`src/rtl/sram_pager_pkg.sv`:
```
package sram_pager_pkg;

  typedef enum logic [3:0] {
    ST_IDLE,
    ST_LAT_OFF,
    ST_LAT_SEL,
    ST_LAT_ON,
    ST_PARK,
    ST_WR_SETUP,
    ST_WE_LOW,
    ST_WE_HOLD,
    ST_RD_TURN,
    ST_RD_WAIT,
    ST_RD_END,
    ST_RLD_DATA,
    ST_RLD_ON,
    ST_RLD_OFF,
    ST_RET_SEL,
    ST_RET_ON
  } pager_state_e;

  localparam logic [2:0] SEL_IDLE = 3'd3;
  localparam logic [2:0] SEL_LOW  = 3'd4;
  localparam logic [2:0] SEL_HIGH = 3'd6;

  localparam logic [1:0] CODE_CHIP0 = 2'b10;
  localparam logic [1:0] CODE_CHIP1 = 2'b01;
  localparam logic [1:0] CODE_NONE  = 2'b11;

  typedef struct packed {
    logic [2:0] sel;
    logic       dec_en;
    logic       oe;
    logic [7:0] dout;
    logic       we_n;
    logic [1:0] ce_n;
    logic       done;
    logic       ready;
  } bus_ctl_t;

  localparam bus_ctl_t CTL_RESET = '{sel: SEL_IDLE, dec_en: 1'b1, oe: 1'b1,
                                     dout: 8'h00, we_n: 1'b1, ce_n: CODE_NONE,
                                     done: 1'b0, ready: 1'b1};

endpackage

```
`src/rtl/sram_pager_addr_map.sv`:
```
module sram_pager_addr_map
  import sram_pager_pkg::*;
#(
  parameter int ADDR_W = 20
) (
  input  logic [ADDR_W-1:0] addr,
  output logic [7:0]        byte_low,
  output logic [7:0]        byte_mid,
  output logic [7:0]        byte_high_sel,
  output logic [7:0]        byte_high_off,
  output logic [1:0]        chip_code
);
  localparam int CHIP_AW = ADDR_W - 1;
  localparam int HI_BITS = CHIP_AW - 16;
  localparam int PAD_W   = 6 - HI_BITS;

  logic [HI_BITS-1:0] hi_part;

  assign hi_part       = addr[CHIP_AW-1:16];
  assign chip_code     = addr[ADDR_W-1] ? CODE_CHIP1 : CODE_CHIP0;
  assign byte_low      = addr[7:0];
  assign byte_mid      = addr[15:8];
  assign byte_high_sel = {chip_code, {PAD_W{1'b0}}, hi_part};
  assign byte_high_off = {CODE_NONE, {PAD_W{1'b0}}, hi_part};
endmodule

```
`src/rtl/sram_pager_timer.sv`:
```
module sram_pager_timer #(
  parameter int CNT_W = 3
) (
  input  logic             clk,
  input  logic             rst,
  input  logic             load,
  input  logic [CNT_W-1:0] load_val,
  output logic             zero
);
  logic [CNT_W-1:0] cnt;

  always_ff @(posedge clk) begin
    if (rst)               cnt <= '0;
    else if (load)         cnt <= load_val;
    else if (cnt != '0)    cnt <= cnt - 1'b1;
  end

  assign zero = (cnt == '0);
endmodule

```
`src/rtl/sram_pager.sv`:
```
module sram_pager
  import sram_pager_pkg::*;
#(
  parameter int ADDR_W        = 20,
  parameter int WE_CYCLES     = 2,
  parameter int ACCESS_CYCLES = 3
) (
  input  logic              clk,
  input  logic              rst,
  input  logic              cmd_valid,
  input  logic              cmd_write,
  input  logic [ADDR_W-1:0] cmd_addr,
  input  logic [7:0]        cmd_wdata,
  output logic              cmd_ready,
  output logic              done,
  output logic [7:0]        rd_data,
  output logic [2:0]        bus_sel,
  output logic              dec_en,
  output logic [7:0]        bus_out,
  output logic              bus_oe,
  input  logic [7:0]        bus_in,
  output logic              we_n,
  output logic [1:0]        ce_n
);
  localparam int MAX_WAIT = (WE_CYCLES > ACCESS_CYCLES) ? WE_CYCLES : ACCESS_CYCLES;
  localparam int CNT_W    = $clog2(MAX_WAIT + 1);
  localparam logic [CNT_W-1:0] WE_LOAD  = CNT_W'(WE_CYCLES - 1);
  localparam logic [CNT_W-1:0] ACC_LOAD = CNT_W'(ACCESS_CYCLES - 1);
  localparam logic [1:0] LAST_LATCH = 2'd2;

  pager_state_e      state, nxt_state;
  logic [1:0]        lat_idx, nxt_idx;
  logic              is_wr;
  logic [ADDR_W-1:0] addr_q;
  logic [7:0]        wdata_q;
  bus_ctl_t          ctl_q, nxt_ctl;
  logic [7:0]        rd_q;

  logic [7:0] b_low, b_mid, b_hsel, b_hoff;
  logic [1:0] code;
  logic       tmr_load, tmr_zero;
  logic [CNT_W-1:0] tmr_val;
  logic       accept;

  sram_pager_addr_map #(.ADDR_W(ADDR_W)) u_map (
    .addr          (addr_q),
    .byte_low      (b_low),
    .byte_mid      (b_mid),
    .byte_high_sel (b_hsel),
    .byte_high_off (b_hoff),
    .chip_code     (code)
  );

  sram_pager_timer #(.CNT_W(CNT_W)) u_tmr (
    .clk      (clk),
    .rst      (rst),
    .load     (tmr_load),
    .load_val (tmr_val),
    .zero     (tmr_zero)
  );

  assign accept = (state == ST_IDLE) && cmd_valid;

  // sequencing
  always_comb begin
    nxt_state = state;
    nxt_idx   = lat_idx;
    tmr_load  = 1'b0;
    tmr_val   = '0;
    unique case (state)
      ST_IDLE:     if (cmd_valid) begin
                     nxt_state = ST_LAT_OFF;
                     nxt_idx   = 2'd0;
                   end
      ST_LAT_OFF:  nxt_state = ST_LAT_SEL;
      ST_LAT_SEL:  nxt_state = ST_LAT_ON;
      ST_LAT_ON:   if (lat_idx == LAST_LATCH) nxt_state = ST_PARK;
                   else begin
                     nxt_state = ST_LAT_OFF;
                     nxt_idx   = lat_idx + 2'd1;
                   end
      ST_PARK:     nxt_state = is_wr ? ST_WR_SETUP : ST_RD_TURN;
      ST_WR_SETUP: begin
                     nxt_state = ST_WE_LOW;
                     tmr_load  = 1'b1;
                     tmr_val   = WE_LOAD;
                   end
      ST_WE_LOW:   if (tmr_zero) nxt_state = ST_WE_HOLD;
      ST_WE_HOLD:  nxt_state = ST_RLD_DATA;
      ST_RD_TURN:  begin
                     nxt_state = ST_RD_WAIT;
                     tmr_load  = 1'b1;
                     tmr_val   = ACC_LOAD;
                   end
      ST_RD_WAIT:  if (tmr_zero) nxt_state = ST_RD_END;
      ST_RD_END:   nxt_state = ST_RLD_DATA;
      ST_RLD_DATA: nxt_state = ST_RLD_ON;
      ST_RLD_ON:   nxt_state = ST_RLD_OFF;
      ST_RLD_OFF:  nxt_state = ST_RET_SEL;
      ST_RET_SEL:  nxt_state = ST_RET_ON;
      ST_RET_ON:   nxt_state = ST_IDLE;
      default:     nxt_state = ST_IDLE;
    endcase
  end

  // output decode for the state about to be entered
  always_comb begin
    nxt_ctl        = ctl_q;
    nxt_ctl.dec_en = 1'b0;
    nxt_ctl.oe     = 1'b1;
    nxt_ctl.we_n   = 1'b1;
    nxt_ctl.ce_n   = CODE_NONE;
    nxt_ctl.done   = 1'b0;
    nxt_ctl.ready  = 1'b0;
    unique case (nxt_state)
      ST_IDLE:     begin nxt_ctl.dec_en = 1'b1; nxt_ctl.ready = 1'b1; end
      ST_LAT_SEL:  begin
                     nxt_ctl.sel = 3'(SEL_LOW + {1'b0, nxt_idx});
                     unique case (nxt_idx)
                       2'd0:    nxt_ctl.dout = b_low;
                       2'd1:    nxt_ctl.dout = b_mid;
                       default: nxt_ctl.dout = b_hsel;
                     endcase
                   end
      ST_LAT_ON,
      ST_RLD_ON:   nxt_ctl.dec_en = 1'b1;
      ST_WR_SETUP: begin nxt_ctl.dout = wdata_q; nxt_ctl.ce_n = code; end
      ST_WE_LOW:   begin nxt_ctl.we_n = 1'b0; nxt_ctl.ce_n = code; end
      ST_WE_HOLD:  nxt_ctl.ce_n = code;
      ST_RD_TURN,
      ST_RD_END:   nxt_ctl.oe = 1'b0;
      ST_RD_WAIT:  begin nxt_ctl.oe = 1'b0; nxt_ctl.ce_n = code; end
      ST_RLD_DATA: begin nxt_ctl.sel = SEL_HIGH; nxt_ctl.dout = b_hoff; end
      ST_RET_SEL:  nxt_ctl.sel = SEL_IDLE;
      ST_RET_ON:   begin nxt_ctl.dec_en = 1'b1; nxt_ctl.done = 1'b1; end
      default:     ;
    endcase
  end

  always_ff @(posedge clk) begin
    if (rst) begin
      state   <= ST_IDLE;
      lat_idx <= 2'd0;
      is_wr   <= 1'b0;
      addr_q  <= '0;
      wdata_q <= 8'h00;
      ctl_q   <= CTL_RESET;
      rd_q    <= 8'h00;
    end else begin
      state   <= nxt_state;
      lat_idx <= nxt_idx;
      ctl_q   <= nxt_ctl;
      if (accept) begin
        is_wr   <= cmd_write;
        addr_q  <= cmd_addr;
        wdata_q <= cmd_wdata;
      end
      if (state == ST_RD_WAIT && tmr_zero) rd_q <= bus_in;
    end
  end

  assign cmd_ready = ctl_q.ready;
  assign done      = ctl_q.done;
  assign rd_data   = rd_q;
  assign bus_sel   = ctl_q.sel;
  assign dec_en    = ctl_q.dec_en;
  assign bus_out   = ctl_q.dout;
  assign bus_oe    = ctl_q.oe;
  assign we_n      = ctl_q.we_n;
  assign ce_n      = ctl_q.ce_n;
endmodule

```
`config.mk`:
```
export PLATFORM = sky130hd
export DESIGN_NAME = sram_pager
export DESIGN_NICKNAME = d
export VERILOG_FILES = /design/src/rtl/sram_pager_pkg.sv /design/src/rtl/sram_pager_addr_map.sv /design/src/rtl/sram_pager_timer.sv /design/src/rtl/sram_pager.sv
export SDC_FILE = /design/constraint.sdc
export NUM_CORES = 1
export LEC_CHECK = 0
export BUFFER_PORTS_ARGS = -buffer_cell sky130_fd_sc_hd__clkbuf_2
export CAP_MARGIN = 30
export CORE_ASPECT_RATIO = 1.25
export CORE_MARGIN = 5
export CORE_UTILIZATION = 55
export CTS_CLUSTER_DIAMETER = 200
export DETAILED_ROUTE_END_ITERATION = 6
export HOLD_SLACK_MARGIN = 0.12
export PLACE_DENSITY = 0.8
export REMOVE_ABC_BUFFERS = 1
export SKIP_CTS_REPAIR_TIMING = 1
export SYNTH_ARGS = -nofsm -noshare
export SYNTH_HDL_FRONTEND = slang
export SYNTH_HIERARCHICAL = 1
export SYNTH_SLANG_ARGS = --single-unit
```
`constraint.sdc`:
```
create_clock -name clk -period 2.1 [get_ports clk]
set_input_delay 0.315 -clock clk [delete_from_list [all_inputs] [get_ports clk]]
set_output_delay 0.315 -clock clk [all_outputs]
set_load 0.03 [all_outputs]
```
# ---- Word level (Yosys, flattened, before mapping)
# Cells that the tools add are included.
# W data, S select, Z words.
dict set report word_totals {
  reg_bits 63
  mem_bits_ro 0
  latch_bits 0
  out_inout_bits 26
  inputBits 40
  n_memories 0
  elab_cells 86
  ramBits 0
}
dict set report classes {
  magnitude_cmp 0
  reduce_logical 16
  shifts 0
  bitwise_logic 1
  addsub 3
  n_div 0
  mux 22
  n_mul 0
  n_eq_ne 29
}
# cell count
set ops {}
lappend ops {{$eq A4 B4 Y1 const B} 15}
lappend ops {{$pmux W4 S15} 1}
lappend ops {{$eq A4 B3 Y1 const B} 7}
lappend ops {{$pmux W8 S3} 1}
lappend ops {{$eq A4 B2 Y1 const B} 4}
lappend ops {{$mux W4} 4}
lappend ops {{$pmux W8 S2} 1}
lappend ops {{$mux W2} 5}
lappend ops {{$pmux W3 S3} 1}
lappend ops {{$logic_not A4 Y1} 2}
lappend ops {{$pmux W2 S2} 2}
lappend ops {{$reduce_or A4 Y1} 2}
lappend ops {{$mux W1} 6}
lappend ops {{$reduce_bool A3 Y1} 2}
lappend ops {{$reduce_or A2 Y1} 3}
lappend ops {{$eq A4 B1 Y1 const B} 1}
lappend ops {{$logic_not A2 Y1} 2}
lappend ops {{$reduce_bool A2 Y1} 2}
lappend ops {{$add A3 B2 Y3 const A} 1}
lappend ops {{$mux W3} 1}
lappend ops {{$reduce_or A3 Y1} 1}
lappend ops {{$add A2 B1 Y2 const B} 1}
lappend ops {{$eq A2 B1 Y1 const B} 1}
lappend ops {{$eq A2 B2 Y1 const B} 1}
lappend ops {{3 further kinds} 4}

# ---- Depth between registers and ports, before layout
# Gate-level depths: netlist of run 1.
dict set report logic_depth {
  ltp_word 7
  depth_mapped 8
}

# ---- Cells and area by module
# Netlist of run 1, hierarchy kept.
# module seq_area_each_um2 area_per_inst_um2 n_inst cells_per_inst
set modules_own_cells {}
lappend modules_own_cells {sram_pager 1221.2 2939.1 1 371}
lappend modules_own_cells {sram_pager_addr_map 0.0 259.0 1 36}
lappend modules_own_cells {sram_pager_timer 40.0 121.4 1 12}

# ---- Worst setup path after synthesis of run 1
# No wires, ideal clock.
dict set report synth_timing {
  path_kind {flip-flop to flip-flop}
  startpoint {register state[1]}
  endpoint {register ctl_q (netlist bit bus_out[0])}
  n_path_buf 0
  path_slack_ns 0.229
  arrival_ns 1.801
  stages_incl_launch_ff 6
  setup_ns 0.070
  cell_sequence {dfxtp_1 > or3b_4 > a221o_2 > nor4_4 > a21oi_1 > a21oi_1}
}
dict set report synth_between {
  elab_chain_cells 5
}
# item line_no
set synth_lines {}
lappend synth_lines {{start, declared} sram_pager.sv:31} ;# pager_state_e state, nxt_state;
lappend synth_lines {{start signal, assigned} sram_pager.sv:150} ;# state <= nxt_state;
lappend synth_lines {{$eq A4 B4 Y1, or another cell as far along} sram_pager.sv:70} ;# unique case (state)
lappend synth_lines {{$reduce_or A2 Y1 (no line) or $pmux W2 S2 (tied branches)} n/a}
lappend synth_lines {{$pmux W4 S15, or another cell as far along} sram_pager.sv:70}
lappend synth_lines {{$eq A4 B4 Y1, or another cell as far along} sram_pager.sv:115} ;# unique case (nxt_state)
lappend synth_lines {{$pmux W8 S3 or $reduce_bool A3 Y1 (tied branches)} n/a}
lappend synth_lines {{end signal, assigned} sram_pager.sv:152} ;# ctl_q <= nxt_ctl;
lappend synth_lines {{end, declared} sram_pager.sv:36} ;# bus_ctl_t ctl_q, nxt_ctl;
# Parallel ways exist; a longest one is shown, timed or not.
# A chain may end at the register's enable or synchronous reset.

# ---- Final worst setup path of run 1
dict set report layout_timing {
  startpoint {register state[1]}
  endpoint {register ctl_q (netlist bit bus_out[6])}
}
# Same word-level chain as after synthesis.

==> qor.txt, run 1 <==
Worst-margin pin slew: 525.1 ps
RR Startpoint: state[1]
Hold Crit Class: primary input to flop
Post-synthesis mux area share: 0.006408
Synth warn: 6
CTS tree: built
Pre-CTS setup slack: 39.64 ps
Row count: 31
Hold slack final: 189.3 ps
CTS max path bufs: 2
Pre-antenna DRT Iters: 5
Largest family of logic cells by synthesized area: compound AO/OA/AOI/OAI gates
Area Growth Syn to Fin: 12.51%
LEAKAGE: 1.505 nW
Core box area: 5818 sq um
Setup TNS Final: 0 ps
MaxCap Viol Count: 0
Sequential cell area: 1264 sq um
Synthesized area: 3319 sq um
Post-synthesis xor/xnor area fraction: 0.007916
Die span in x: 79.49 microns
Hold path endpoint: addr_q[17]
Min cycle time layout: 2017 ps
Hold path cells: 3
Vias in the first global route: 2817
Starting DRT DRC Count: 130
Antenna violations before repair: 0
Crit path cell chain: buf_4, and4bb_1, or2_1, or4b_1, a31o_1, o21ai_1
Hold path startpoint: cmd_addr[17]
Area of the multi-input gates: 1703 sq um
Asr flop ratio synth: 0
Top achievable clock speed: 495.7 MHz
FF-to-FF setup slack: 80 ps
Worst EP required: 2380 ps
Fillcell total: 525
Residual DRC: 0
Outcome: complete, no violations
CP max stage delay: 570 ps
Layout cells sized above 1: 0.2414
Synth Area in Compound Gates: 0.2465
Final period utilization: 0.9606
Main synth FF type: dfxtp_1
Setup ws final: 82.73 ps
Final antenna-violating net count: 0
PwrDens: 1304 nW/um^2
Largest net degree at the start of global routing: 49
First-pass GRT wire length: 12450 microns
Crit path DAT: 2290 ps
CP max stage cell: or4b_1
Clk slew on worst S/H paths: 60 ps
Total GRT Usage: 0.1996
Placer Congestion: 0.8970
Total CTS buffers: 9
H-tree depth: 3
Final HPWL DP: 5431 microns
Reg2reg path depth: 6
I/O pins: 66
Vias after detailed routing: 3016
Final Max Tran Viols: 0
RR Endpoint: bus_out[6]
GRT overflow: 0
WL final: 7624 microns
Vias per inst: 5.691
Crit end category: flop
Initial Util: 0.5705
Peak VDD IR: 684.3 uV
Critical Path Start Type: flop
Clock Sinks: 63
Placed instance area: 3548 sq um
Hold violation count in the final report: 0
DR WL/cell: 14.38 microns
Root buffer cell: clkbuf_8
Avg Synthesized Cell Area: 7.922 sq um
Clock skew: 5.881 ps
Ant. Diodes: 0
Simple-Gate Fraction of Synth Area: 0.2296
Final Cell Area: 3735 sq um
Post-Syn Instances: 419
Number of port buffers: 65
Critical path peak fanout: 20
Nets: 504
Commonest non-fill, non-tap cells in the layout: nand2_1, clkbuf_2, dfxtp_1
Die area: 7699 sq um
Post-synthesis register bit count: 63
Post-synth EDFFs: 0
Worst skew pair latency: 340 ps
Seq/Total Area, Yosys: 0.3799
Endpoints failing setup: 0
Crit path kind: flop to flop
Die Y: 96.86 microns
Unique masters post-synth: 62
Commonest non-fill, non-tap cell in the layout: nand2_1
Cell family with most CP delay: simple AND/OR/NAND/NOR gates
Worst slew margin: 0.6500
Worst path buffer plus inverter count: 1
Post-synthesis adder-cell area fraction: 0.01131
state kept, by name (all words and copies together), names as in the netlist, 2 cells and up:
signal	count
addr_q	20
bus_out	8
rd_data	8
wdata_q	8
state	4
bus_sel	3
ce_n	2
lat_idx	2
u_tmr/cnt	2
power breakdown:
part | internal (W) | switching (W)
sequential | 0.00150 | 0.000220
clock | 0.000478 | 0.000424
combinational | 0.000859 | 0.00138
worst max-delay path by stage:
stage / depth (start not counted) / slack (ps) / from / to
after floorplan: 4 / -60 / state[1] / addr_q[0]
after CTS: 5 / 5 / state[0] / bus_out[1]
after global routing: 7 / -7 / u_tmr/cnt[0] / done
after global placement: 6 / 100 / cmd_valid / bus_out[7]
final: 6 / 80 / state[1] / bus_out[6]
after detailed placement: 6 / 40 / cmd_valid / bus_out[4]
logic make-up after synthesis:
logic type      Yosys count
simple gates            153
compound gates          125
buf+inv                  68
flops                    63
fa+ha+maj                 3
xor+xnor                  3
other cells               2
mux                       2
synth_stat cells (4+ instances only):
library cell | instances | share of area
nand2_1 | 74 | 0.084
dfxtp_1 | 63 | 0.38
a21oi_1 | 56 | 0.084
buf_4 | 33 | 0.075
clkbuf_1 | 21 | 0.024
nor2_1 | 20 | 0.023
nand3_1 | 17 | 0.026
o21ai_0 | 10 | 0.015
a21boi_1 | 8 | 0.018
o221ai_1 | 8 | 0.021
o211ai_1 | 7 | 0.016
o311ai_0 | 7 | 0.018
inv_1 | 6 | 0.0068
buf_2 | 5 | 0.0075
nand3b_1 | 5 | 0.011
nor2b_1 | 5 | 0.0094
o21a_1 | 5 | 0.011
nand2b_1 | 4 | 0.0075
metal layers:
layer,vias up,part of all wire,GRT usage
li1,1521,-,-
met1,1379,0.41,0.2197
met2,93,0.50,0.3421
met3,23,0.056,0.05204
met4,0,0.034,0.1071
met5,-,0,0
area by class of cell:
class,instances,share of cell area
Clock buffer,13,0.04255
Clock inverter,1,0.001340
Inverter,7,0.007035
Multi-Input combinational cell,294,0.4559
Sequential cell,63,0.3384
Tap cell,66,0.02211
Timing Repair Buffer,86,0.1327
per-stage QoR:
step	power [W]	std cells	utilization
finish	0.004870	530	0.6419
CTS	0.004839	528	0.6381
global placement	0.003861	514	0.6099
floorplan	0.003204	364	-
detailed placement	0.003926	514	0.6099
global route	0.005195	530	0.6419
worst reg2reg max path, delay by kind of cell, from the launching register on:
family          cells  cell delay, ps
simple gates        3            1090
flops               1             350
buf+inv             1             210
compound gates      2             320
Power figures use the tool's default switching activity.
==> inputs of run 2 (changes only) <==
--- a/config.mk
+++ b/config.mk
@@ -9,14 +9,13 @@
 export CAP_MARGIN = 30
 export CORE_ASPECT_RATIO = 1.25
 export CORE_MARGIN = 5
-export CORE_UTILIZATION = 55
+export CORE_UTILIZATION = 54
 export CTS_CLUSTER_DIAMETER = 200
 export DETAILED_ROUTE_END_ITERATION = 6
 export HOLD_SLACK_MARGIN = 0.12
-export PLACE_DENSITY = 0.8
+export PLACE_DENSITY = 0.79
 export REMOVE_ABC_BUFFERS = 1
 export SKIP_CTS_REPAIR_TIMING = 1
 export SYNTH_ARGS = -nofsm -noshare
 export SYNTH_HDL_FRONTEND = slang
-export SYNTH_HIERARCHICAL = 1
 export SYNTH_SLANG_ARGS = --single-unit
==> run 2 against run 1 <==
Non-clock buffer count increased by 22. First-iteration DRC count is 43% higher. Area after synthesis shrank 9.9%. Flip-flop and latch count did not move. Routed wire length increased by 3.8%. Total power down 10%. Register-to-register slack about the same. Cell count is 1.7% lower. Clock power is 18% higher. Combinational power shrank 23%. Sequential share of layout area fell by 1.0 points. Clock-buffer cell count decreased by 2. Highest routed layer unchanged.
==> qor.txt, run 2 <==
Endpoints failing setup: 0
H-tree depth: 3
Largest family of logic cells by synthesized area: simple AND/OR/NAND/NOR gates
Max FFs per register: 20
Final period utilization: 0.9659
Die span in x: 76.58 microns
GRT overflow: 0
Antenna violations before repair: 0
Total CTS buffers: 9
Area Growth Syn to Fin: 29.61%
Starting DRT DRC Count: 186
Vias per inst: 5.597
Core box area: 5405 sq um
Seq/Total Area, Yosys: 0.4216
Pre-antenna DRT Iters: 4
Hold slack final: 182.6 ps
Synth warn: 0
CTS tree: built
Largest cells by area after synthesis: dfxtp_1, nand2_1, a21oi_1
Clock Sinks: 63
Nets: 495
GR Layer Usage met1: 0.2592
Worst-margin pin slew: 501.7 ps
Crit path kind: flop to flop
Post-Syn Instances: 361
Final Power: 0.004369 W
Reg2reg path depth: 7
Crit path DAT: 2270 ps
Number of port buffers: 65
Residual DRC: 0
Top reg by flops: addr_q
Final HPWL DP: 5812 microns
Post-synthesis mux area share: 0.05688
Sequential cell area: 1272 sq um
Post-synth EDFFs: 0
Cell Count, Final, Fillers Out: 521
Final Cell Area: 3877 sq um
Worst slew margin: 0.6646
Worst skew pair latency: 350 ps
Synth top area share: 0.4216
End point of the critical path: bus_sel[1]
Peak VDD IR: 754.6 uV
Critical path peak fanout: 3
Placer Congestion: 0.8921
Top achievable clock speed: 493.0 MHz
Post-synth top cells: nand2_1, dfxtp_1, a21oi_1, nor2_1, clkbuf_1
Asr flop ratio synth: 0
Ant. Diodes: 0
MaxCap Viol Count: 0
Post-synthesis xor/xnor area fraction: 0.005855
Row count: 30
Root buffer cell: clkbuf_8
Total GRT Usage: 0.2274
Hold violation count in the final report: 0
Critical Path Start Type: flop
Layout cells sized above 1: 0.3217
CTS max path bufs: 2
PwrDens: 1127 nW/um^2
DR WL/cell: 15.19 microns
Commonest non-fill, non-tap cells in the layout: nand2_1, clkbuf_2, dfxtp_1
Avg Synthesized Cell Area: 8.287 sq um
Outcome: complete, no violations
Unique masters post-synth: 60
Most frequent cell after synthesis: nand2_1
GRT busiest layer: met2
RSZ-0062 raised after global routing: false
Worst Setup SP: u_tmr.cnt[1]
Min cycle time layout: 2028 ps
RR Endpoint: bus_sel[1]
Simple-Gate Fraction of Synth Area: 0.2309
Synth Area in Compound Gates: 0.2212
Post-synthesis register bit count: 63
FF-to-FF setup slack: 70 ps
LEAKAGE: 1.749 nW
RR Startpoint: u_tmr.cnt[1]
Die area: 7138 sq um
Fillcell total: 451
Synthesized area: 2992 sq um
M3 GR Usage: 0.05588
Worst EP required: 2340 ps
Main synth FF type: dfxtp_1
First-pass GRT wire length: 12980 microns
Hold Crit Class: primary input to flop
Largest net degree at the start of global routing: 35
Die Y: 93.22 microns
Area of the multi-input gates: 1624 sq um
Met2 GRT Util: 0.3907
Initial Util: 0.5535
Vias after detailed routing: 2916
Clk slew on worst S/H paths: 70 ps
Placed instance area: 3600 sq um
Placed Cells: 502
Final Max Tran Viols: 0
Crit end category: flop
WL final: 7916 microns
Vias in the first global route: 2845
Post-synthesis adder-cell area fraction: 0.01255
Clock skew: 5.188 ps
Largest area contributor in the netlist: dfxtp_1
I/O pins: 66
Final antenna-violating net count: 0
[run 2: cell types whose count changed in the layout (fill, tap and decap cells not counted), sizes merged, moves of 7 or more]
cell,previous run,this run
nand3,17,8
conb,8,0
o311ai,7,0
buf,21,43
nand2,74,65
a21oi,56,40
nor2,20,29
mux2i,1,17
[run 2: worst min-delay path by stage]
stage	startpoint	to	slack (ps)	cells past startpoint
2_1_floorplan	rst	addr_q[0]	380	1
3_3_place_gp	addr_q[19]	ce_n[1]	430	1
3_5_place_dp	addr_q[19]	ce_n[1]	440	1
4_1_cts	cmd_wdata[5]	wdata_q[5]	170	3
5_1_grt	cmd_write	is_wr	170	3
6_report	cmd_addr[19]	addr_q[19]	180	3
[run 2: critical path, stage by stage, from the launching register on]
cell and delay (ps):
dfxtp_1 310, inv_2 70, ha_4 140, nor2b_1 50
a221o_1 310, or4_4 540, or2_1 240, a32o_1 260
[run 2: cells by family (layout without fill, tap and decap cells)]
| logic type | after synthesis | after routing |
|---|---|---|
| flip-flops | 63 | 63 |
| adder cells (fa/ha/maj) | 3 | 3 |
| buffers and inverters | 36 | 132 |
| multiplexers | 17 | 17 |
| XOR/XNOR | 2 | 2 |
| AO/OA/AOI/OAI | 98 | 98 |
| AND/OR/NAND/NOR | 142 | 142 |
[run 2: area by class of cell]
| class | instances | share of cell area |
|---|---|---|
| multi-input cells | 262 | 0.4188 |
| flip-flops and latches | 63 | 0.3282 |
| repair buffers | 108 | 0.1736 |
| clock buffers | 11 | 0.03646 |
| well taps | 64 | 0.02065 |
| clock inverters | 5 | 0.01452 |
| inverters | 8 | 0.007744 |
[run 2: where the power goes]
group	internal (W)	total, W	switching [W]
logic	0.000757	0.00173	0.000977
clock network	0.000581	0.00107	0.000489
registers	0.00142	0.00157	0.000145
total	0.00276	0.00437	0.00161
[run 2: metrics by stage]
| step | setup TNS (ps) | utilization | worst slack [ps] |
|---|---|---|---|
| after floorplan | -3437 | - | -447.7 |
| after global placement | 0 | 0.6660 | 29.36 |
| after detailed placement | 0 | 0.6660 | 0.9546 |
| after CTS | -25.95 | 0.7025 | -19.44 |
| after global routing | 0 | 0.7174 | 0.2958 |
| final | 0 | 0.7174 | 71.70 |
[run 2: metal layers]
metal  vias to the layer above  share of wire
met4                         0          0.029
met5                         -              0
met2                        86           0.52
met1                      1344           0.40
met3                        18          0.051
li1                       1468              -
